File: src/rtl/clk_cfg_regs.sv
module clk_cfg_regs #(
  parameter logic [7:0] UNLOCK_KEY = 8'hD8,
  parameter int         WINDOW     = 4,
  parameter logic [3:0] DIV_RESET  = 4'd3
) (
  input  logic       clk,
  input  logic       rst_n,
  input  logic [1:0] addr,
  input  logic       wr_en,
  input  logic       rd_en,
  input  logic [7:0] wdata,
  output logic [7:0] rdata,
  output logic [1:0] src_sel,
  output logic [3:0] div_sel
);
  localparam int CW = $clog2(WINDOW + 1);
  localparam logic [1:0] A_GUARD = 2'd0;
  localparam logic [1:0] A_SRC   = 2'd1;
  localparam logic [1:0] A_DIV   = 2'd2;

  logic [CW-1:0] win_cnt;
  logic          win_open;
  logic          key_wr, src_wr, div_wr;

  assign win_open = (win_cnt != '0);
  assign key_wr   = wr_en && addr == A_GUARD && wdata == UNLOCK_KEY;
  assign src_wr   = wr_en && addr == A_SRC;
  assign div_wr   = wr_en && addr == A_DIV;

  always_ff @(posedge clk or negedge rst_n) begin
    if (!rst_n)              win_cnt <= '0;
    else if (key_wr)         win_cnt <= CW'(WINDOW);
    else if (src_wr)         win_cnt <= '0;
    else if (win_open)       win_cnt <= win_cnt - 1'b1;
  end

  always_ff @(posedge clk or negedge rst_n) begin
    if (!rst_n) src_sel <= 2'b00;
    else if (src_wr && win_open && wdata[1:0] != 2'b11) src_sel <= wdata[1:0];
  end

  always_ff @(posedge clk or negedge rst_n) begin
    if (!rst_n)      div_sel <= DIV_RESET;
    else if (div_wr) div_sel <= wdata[3:0];
  end

  always_comb begin
    rdata = 8'h00;
    if (rd_en) begin
      case (addr)
        A_GUARD: rdata = {7'b0, win_open};
        A_SRC:   rdata = {6'b0, src_sel};
        A_DIV:   rdata = {4'b0, div_sel};
        default: rdata = 8'h00;
      endcase
    end
  end


  src_locked_chk: assert property (@(posedge clk) disable iff (!rst_n)
    !(src_wr && win_open) |=> $stable(src_sel));

  no_reserved_chk: assert property (@(posedge clk) disable iff (!rst_n)
    src_sel != 2'b11);

  window_shut_chk: assert property (@(posedge clk) disable iff (!rst_n)
    src_wr |=> !win_open);

  key_opens_chk: assert property (@(posedge clk) disable iff (!rst_n)
    key_wr |=> win_open);

  div_load_chk: assert property (@(posedge clk) disable iff (!rst_n)
    div_wr |=> div_sel == $past(wdata[3:0]));

  bad_key_chk: assert property (@(posedge clk) disable iff (!rst_n)
    (!win_open && !key_wr) |=> !win_open);
endmodule

File: config.mk
export PLATFORM = sky130hd
export DESIGN_NAME = clk_cfg_regs
export DESIGN_NICKNAME = d
export VERILOG_FILES = /design/src/rtl/clk_cfg_regs.sv
export SDC_FILE = /design/constraint.sdc
export NUM_CORES = 1
export LEC_CHECK = 0
export ABC_AREA = 0
export ABC_CLOCK_PERIOD_IN_PS = 4100
export BUFFER_PORTS_ARGS = -buffer_cell sky130_fd_sc_hd__buf_4
export CORE_MARGIN = 2
export CORE_UTILIZATION = 40
export DETAILED_ROUTE_END_ITERATION = 8
export GPL_TIMING_DRIVEN = 1
export PLACE_DENSITY = 0.7
export REMOVE_ABC_BUFFERS = 1
export SLEW_MARGIN = 20
export SYNTH_ARGS = -nofsm -noshare
export SYNTH_HDL_FRONTEND = slang
export SYNTH_SLANG_ARGS = --single-unit
export TNS_END_PERCENT = 5
File: constraint.sdc
create_clock -name clk -period 4.1 [get_ports clk]
set_clock_uncertainty 0.2 [all_clocks]
set_input_delay 0.82 -clock clk [delete_from_list [all_inputs] [get_ports clk]]
set_output_delay 0.82 -clock clk [all_outputs]
set_load 0.01 [all_outputs]
# == Yosys cells after proc, flatten, opt, wreduce, memory -nomap -nowiden ==
# Cells that the tools add are included.
# totals
elab_cells,22
in_bits,14
register_bits,9
out_inout_bits,14
# classes
add_sub_neg,1
eq_ne,4
reduce_logical,9
n_mux,5
# ops
op,n
one-hot mux 4 bit (3 select lines),1
two-way mux 3 bit,3
equality test 8 bit (second input constant),1
logical AND 1 bit,6
nonzero test 3 bit,2
two-way mux 4 bit,1
subtractor 3 x 1 -> 3 bit (second input constant),1
equality test 2 x 1 -> 1 bit (second input constant),1
equality test 2 bit (second input constant),1
zero test 2 bit,1
inequality test 2 bit (second input constant),1

# == Depth between registers and ports, before layout ==
# Gate-level depths: netlist of the first run.
# logic_depth
word_depth,4
mapped_depth,7
mapped_depth_nobuf,6

# == Least setup slack after synthesis of the first run ==
# No wires, ideal clock.
# synth_timing
path_type,flip-flop to output port
from,reg win_cnt[0]
to,out rdata[0]
required_time_ns,3.080
path_slack_ns,1.625
arrival_ns,1.455
path_stages_with_launch,8
n_path_buf,1
path_cell_list,dfrtp_1 > inv_1 > ha_1 > ha_1 > buf_2 > nor2b_1 > a211o_1 > a21boi_1
# synth_via
elab_chain_len,3
# synth_lines
item,line,text
from (decl),21,logic [CW-1:0] win_cnt;
from (signal assigned),32,else if (key_wr) win_cnt <= CW'(WINDOW);
from (signal assigned),34,else if (win_open) win_cnt <= win_cnt - 1'b1;
nonzero test 3 bit,25,assign win_open = (win_cnt != '0);
one-hot mux 4 bit (3 select lines),50,case (addr)
two-way mux 4 bit,49,if (rd_en) begin
to (decl),12,"output logic [7:0] rdata,"
# No other way between the ends.

# == Worst setup path after layout of the first run ==
# Ends and elaborated chain as after synthesis.

==> flow_metrics.env, run 1 <==
export IMPL_route_antenna_remaining_nets=0
export IMPL_initialDrtViolationCount=0
export IMPL_rsz0062_at_grt="no"
export IMPL_synth_warning_count=0
export IMPL_required_ns=3.08
export IMPL_cpMostUsedCell="sky130_fd_sc_hd__ha_1"
export IMPL_floorplan_die_width_um=41.1
export IMPL_insertedDiodeCount=0
export IMPL_synth_top_cell_area_share_pct=31.7
export IMPL_hpwl_um=937
export IMPL_floorplan_rows=13
export IMPL_seqPwrFrac_pct=38.4
export IMPL_vdd_ir_drop_worst_v=0.000350
export IMPL_clkSinkCount=9
export IMPL_number_of_storage_elements_in_the_synthesis_netlist=9
export IMPL_cts_resized_gates=0
export IMPL_post_layout_min_period_ns=2.83
export IMPL_p_sw_uw=129
export IMPL_layout_cells_most_common_list="sky130_fd_sc_hd__buf_4, sky130_fd_sc_hd__dfrtp_1, sky130_fd_sc_hd__nand2_1"
export IMPL_grt_max_degree=10
export IMPL_multi_input_area_um2=285
export IMPL_clk_pin_slew_worst_paths_ns=0.06
export IMPL_h_tree_depth=1
export IMPL_clock_power_share_pct=17.7
export IMPL_clock_latency_reported_for_the_late_side_of_the_worst_skew_pair_ns=0.26
export IMPL_first_pass_grt_wire_length_um=1590
export IMPL_cts_root_buffer_cell="sky130_fd_sc_hd__clkbuf_4"
export IMPL_dieArea_um2=1690
export IMPL_global_route_usage_met3_pct=1.63
export IMPL_power_density_nw_per_um2=521
export IMPL_drc=0
export IMPL_initial_core_util_pct=42.4
export IMPL_synth_seq_area_share_pct=41.3
export IMPL_synth_top_family_by_area="simple AND/OR/NAND/NOR gates"
export IMPL_hold_path_class="input pin to asynchronous set/reset pin"
export IMPL_cts_inserted_buffers=3
export IMPL_report_final_setup_viol=0
export IMPL_finish_net_count=96
export IMPL_setup_tns_ns=0
export IMPL_grt_pass1_vias=388
export IMPL_place_port_buffers=23
export IMPL_result_of_the_run="finished clean"
export IMPL_max_freq_mhz=354
export IMPL_worst_r2r_startpoint="win_cnt[0]"
export IMPL_setup_worst_path_start_class="flip-flop"
export IMPL_grt_use_total_pct=14.6
export IMPL_io_pin_count=28
export IMPL_cts_post_setup_buffers_inserted=0
export IMPL_ff_latch_area_um2=228
export IMPL_cap_viol_max_count=0
export IMPL_yosys_area_share_xor_xnor_pct=1.59
export IMPL_routed_wire_length_per_instance_um=11.5
export IMPL_pwr_share_comb_pct=43.9
export IMPL_critical_path_max_stage_delay_ns=0.35
export IMPL_holdWs_ns=0.166
export IMPL_post_synth_fa_ha_maj_area_fraction_pct=4.54
export IMPL_drt_wl_total_um=1080
export IMPL_globalplace_congestion=0.692
export IMPL_cpMaxStageDelayCell="sky130_fd_sc_hd__dfrtp_1"
export IMPL_via_per_inst=4.81
export IMPL_syn_area_per_cell_um2=10.2
export IMPL_critPathBufInv=2
export IMPL_synth_simple_gate_area_share_pct=23.4
export IMPL_placeable_area_um2=1300
export IMPL_path_max_fanout=8
export IMPL_worstSetupEndpointType="output pin"
export IMPL_met1_track_utilization_from_global_routing_pct=21.0
export IMPL_period_share_pct=68.9
export IMPL_slew_violations=0
export IMPL_synthTopCellsByArea="sky130_fd_sc_hd__dfrtp_1, sky130_fd_sc_hd__dfstp_2, sky130_fd_sc_hd__mux2_2, sky130_fd_sc_hd__buf_4, sky130_fd_sc_hd__ha_1"
export IMPL_grt_ovfl_total=0
export IMPL_global_route_usage_met2_pct=21.5
export IMPL_yosys_cell_types_count=28
export IMPL_power_switching_share_pct=33.3
export IMPL_busiest_layer="met2"
export IMPL_clk_path_buf_depth=2
export IMPL_antenna_found_initial=0
export IMPL_final_hold_violation_count=0
export IMPL_n_fill_cell=117
export IMPL_rr_worst_depth=5
export IMPL_first_pass_iters=1
export IMPL_critical_path_arrival_ns=1.81
export IMPL_path_class="flip-flop to output pin"
export IMPL_hold_buffers=0
export IMPL_cellInternalPower_uw=259
export IMPL_floorplan_die_height_um=41.1
export IMPL_syn_inst=54
export IMPL_layout_area_overhead_vs_synth_pct=35.1
export IMPL_mostFrequentLayoutCell="sky130_fd_sc_hd__buf_4"
export IMPL_dr_total_vias=452
export IMPL_layout_drive_gt1_share_pct=45.6
export IMPL_crit_chain="inv_1 -> ha_1 -> ha_1 -> nor2b_1 -> a211o_1 -> a21boi_1 -> buf_4"
export IMPL_synth_area_um2=552
export IMPL_post_synth_mux_area_share_pct=8.16
export IMPL_critical_path_reg2reg_endpoint="src_sel[1]"
export IMPL_worst_path_dominant_cell_family="adder cells"
export IMPL_synth_compound_gate_area_share_pct=11.3
export IMPL_worst_r2r_setup_slack_ns=2.49
export IMPL_tritoncts_clock_tree="done"
export IMPL_synth_largest_area_cell="sky130_fd_sc_hd__dfrtp_1"
export IMPL_static_leakage_power_uw=0.000370
-- routing by layer --
metal	vias up	share of wire [%]
met2	16	48
met1	205	44
li1	229	-
met5	-	0
met3	2	5.4
met4	0	2.3
-- worst max path at each step --
stage,start,end,slack (ns),cells after the start
6_report,win_cnt[0],rdata[0],1.27,7
5_1_grt,win_cnt[0],rdata[0],1.13,7
4_1_cts,win_cnt[0],rdata[0],1.24,7
3_5_place_dp,win_cnt[0],rdata[0],1.53,7
3_3_place_gp,addr[0],rdata[0],1.57,5
2_1_floorplan,win_cnt[0],rdata[0],1.67,6
-- per-stage QoR --
step,instances,power [µW],util (%),setup WS [ns],instance area [µm²]
global placement,90,319,55.3,1.57,719
finish,94,389,57.3,1.27,746
floorplan,52,255,-,1.67,528
detailed placement,90,324,55.3,1.53,719
global route,94,423,57.3,1.13,746
CTS,94,395,57.3,1.24,746
-- power by group through the flow --
stage	logic, µW	registers [µW]	clock network [µW]
2_1_floorplan	102	153	0
3_3_place_gp	169	150	0
3_5_place_dp	174	150	0
4_1_cts	175	149	71.6
5_1_grt	194	153	76.1
6_report	171	149	68.9
-- sequential cells by signal (all words and copies together) (netlist names) --
| name | cells |
|---|---|
| div_sel | 4 |
| src_sel | 2 |
| win_cnt | 3 |
-- final cells by class --
cell class | instances | share of cell area [%]
Multi-Input combinational cell | 39 | 38.3
Sequential cell | 9 | 30.5
Timing Repair Buffer | 23 | 23.2
Clock buffer | 4 | 3.52
Tap cell | 15 | 2.52
Inverter | 4 | 2.01
-- synthesized netlist by cell type, drive strengths merged --
cell / count
and3: 2
nand4b: 1
nand4bb: 1
and3b: 1
a211o: 1
xnor2: 1
nand2: 6
nor2b: 2
nand3b: 2
a21boi: 2
conb: 1
a21o: 1
nor2: 1
o21ba: 2
mux2: 4
or3: 1
ha: 2
inv: 4
buf: 5
dfstp: 2
dfrtp: 7
nor3: 3
o21ai: 2
-- logic make-up after synthesis --
group | Yosys count
and+or+nand+nor | 20
DFF | 9
buffers and inverters | 9
AOI/OAI and AO/OA | 8
muxes | 4
adders and majority gates | 2
other | 1
xor gates and xnor gates | 1
Power figures use the tool's default switching activity.
==> run 2: changes to the inputs <==
Settings changed: ABC_CLOCK_PERIOD_IN_PS 4100 to 2500, CORE_UTILIZATION 40 to 38, PLACE_DENSITY 0.7 to 0.69.
Clock period 4.1 ns to 2.5 ns, I/O delays scaled along.
==> flow_metrics.env, run 2 (synthesis gave the netlist of run 1 again) <==
export IMPL_result_of_the_run="finished clean"
export IMPL_via_per_inst=4.86
export IMPL_hold_path_class="input pin to flip-flop"
export IMPL_max_freq_mhz=420
export IMPL_setup_worst_path_start_class="flip-flop"
export IMPL_crit_chain="inv_1 -> ha_2 -> ha_4 -> nor2b_1 -> a211o_1 -> a21boi_1 -> buf_4"
export IMPL_path_class="flip-flop to output pin"
export IMPL_route_antenna_remaining_nets=0
export IMPL_floorplan_die_height_um=42.1
export IMPL_placeable_area_um2=1330
export IMPL_rsz0062_at_grt="no"
export IMPL_report_final_setup_viol=0
export IMPL_met1_track_utilization_from_global_routing_pct=17.3
export IMPL_clk_pin_slew_worst_paths_ns=0.06
export IMPL_floorplan_die_width_um=42.1
export IMPL_placement_cell_area_um2=719
export IMPL_grt_pass1_vias=438
export IMPL_initial_core_util_pct=41.4
export IMPL_global_route_usage_met3_pct=3.88
export IMPL_cap_viol_max_count=0
export IMPL_insertedDiodeCount=0
export IMPL_cts_inserted_buffers=3
export IMPL_globalplace_congestion=0.760
export IMPL_tritoncts_clock_tree="done"
export IMPL_grt_max_degree=10
export IMPL_cts_root_buffer_cell="sky130_fd_sc_hd__clkbuf_4"
export IMPL_rr_worst_depth=5
export IMPL_grt_ovfl_total=0
export IMPL_slew_violations=0
export IMPL_grt_use_total_pct=14.5
export IMPL_mostFrequentLayoutCell="sky130_fd_sc_hd__buf_4"
export IMPL_initialDrtViolationCount=5
export IMPL_first_pass_iters=2
export IMPL_global_route_usage_met2_pct=21.9
export IMPL_antenna_found_initial=0
export IMPL_busiest_layer="met2"
export IMPL_max_flop_register="div_sel"
export IMPL_layout_cells_most_common_list="sky130_fd_sc_hd__buf_4, sky130_fd_sc_hd__dfrtp_1, sky130_fd_sc_hd__nand2_1"
export IMPL_clock_latency_reported_for_the_late_side_of_the_worst_skew_pair_ns=0.27
export IMPL_worst_r2r_startpoint="win_cnt[0]"
export IMPL_floorplan_rows=13
export IMPL_clk_path_buf_depth=2
export IMPL_multi_input_area_um2=300
export IMPL_worst_r2r_setup_slack_ns=1.01
export IMPL_critical_path_max_stage_delay_ns=0.35
export IMPL_static_leakage_power_uw=0.000378
export IMPL_post_layout_min_period_ns=2.38
export IMPL_worstSetupEndpointType="output pin"
export IMPL_final_hold_violation_count=0
export IMPL_finish_net_count=98
export IMPL_largest_register_ffs=4
export IMPL_power_density_nw_per_um2=875
export IMPL_path_max_fanout=8
export IMPL_routed_wire_length_per_instance_um=12.4
export IMPL_ff_latch_area_um2=228
export IMPL_drt_wl_total_um=1190
export IMPL_io_pin_count=28
export IMPL_clkSinkCount=9
export IMPL_critical_path_arrival_ns=1.68
export IMPL_worst_setup_path_startpoint="win_cnt[0]"
export IMPL_top_regs="div_sel: 4 flops, win_cnt: 3 flops, src_sel: 2 flops"
export IMPL_period_share_pct=95.3
export IMPL_cpMaxStageDelayCell="sky130_fd_sc_hd__dfrtp_1"
export IMPL_layout_drive_gt1_share_pct=48.1
export IMPL_required_ns=1.80
export IMPL_critical_path_reg2reg_endpoint="src_sel[0]"
export IMPL_crit_end="rdata[0]"
export IMPL_first_pass_grt_wire_length_um=1890
export IMPL_fin_area_um2=778
export IMPL_dr_total_vias=467
export IMPL_vdd_ir_drop_worst_v=0.000464
export IMPL_layout_area_overhead_vs_synth_pct=41.0
export IMPL_dieArea_um2=1770
export IMPL_place_port_buffers=23
export IMPL_n_fill_cell=120
export IMPL_drc=0
export IMPL_setup_tns_ns=0
export IMPL_min_delay_path_depth=2
export IMPL_h_tree_depth=1
==> run 2: cell types whose count changed in the layout (fill, tap and decap cells not counted), sizes merged <==
| cell | change |
|---|---|
| dlygate4sd3 | +1 |
| buf | +1 |
==> run 2: layer usage <==
| layer | share of wire (%) | up-vias |
|---|---|---|
| li1 | - | 231 |
| met1 | 41 | 215 |
| met2 | 48 | 16 |
| met3 | 7.4 | 5 |
| met4 | 3.4 | 0 |
| met5 | 0 | - |
==> run 2: final cells by class <==
type | instances | share of cell area, %
Clock buffer | 4 | 3.38
Timing Repair Buffer | 25 | 24.4
Tap cell | 15 | 2.41
Multi-Input combinational cell | 39 | 38.6
Inverter | 4 | 1.93
Sequential cell | 9 | 29.3
==> run 2: power by group <==
group	leakage, µW	internal [µW]	total, µW	switching (µW)
Clock	0.0000150	61.6	113	51.8
Sequential	0.000105	206	240	33.8
Combinational	0.000258	189	328	139
==> run 2: worst max-delay path: cells and delay by family (launching register included) <==
family                     cells  cell delay (ns)
AOI/OAI and AO/OA              2             0.39
and+or+nand+nor                1             0.13
DFF                            1             0.35
buffers and inverters          2             0.19
adders and majority gates      2             0.37
==> run 2: stage by stage <==
stage	total power, µW	utilization [%]	setup WS (ns)	std cells	hold slack [ns]
after global routing	745	58.3	0.0148	96	0.270
after detailed placement	525	53.9	0.268	90	0.129
after floorplan	418	-	0.386	52	0.00441
final	681	58.3	0.119	96	0.260
after global placement	518	53.9	0.310	90	0.130
after CTS	643	56.8	0.0544	95	0.262
==> run 2: what timing repair did <==
item                                    CTS  global route
endpoints found under the hold margin     7             0
resized for setup                         1             2
endpoints found under the setup margin    1             1
hold buffers                              1             0
setup buffers                             0             1
==> run 2: worst min-delay path by stage <==
stage / endpoint / slack (ns) / from
after detailed placement: src_sel[0] / 0.13 / rst_n
after global placement: src_sel[0] / 0.13 / rst_n
after CTS: div_sel[3] / 0.26 / wdata[3]
final: div_sel[3] / 0.26 / wdata[3]
after floorplan: div_sel[2] / 0.004 / rst_n
after global routing: div_sel[3] / 0.27 / wdata[3]
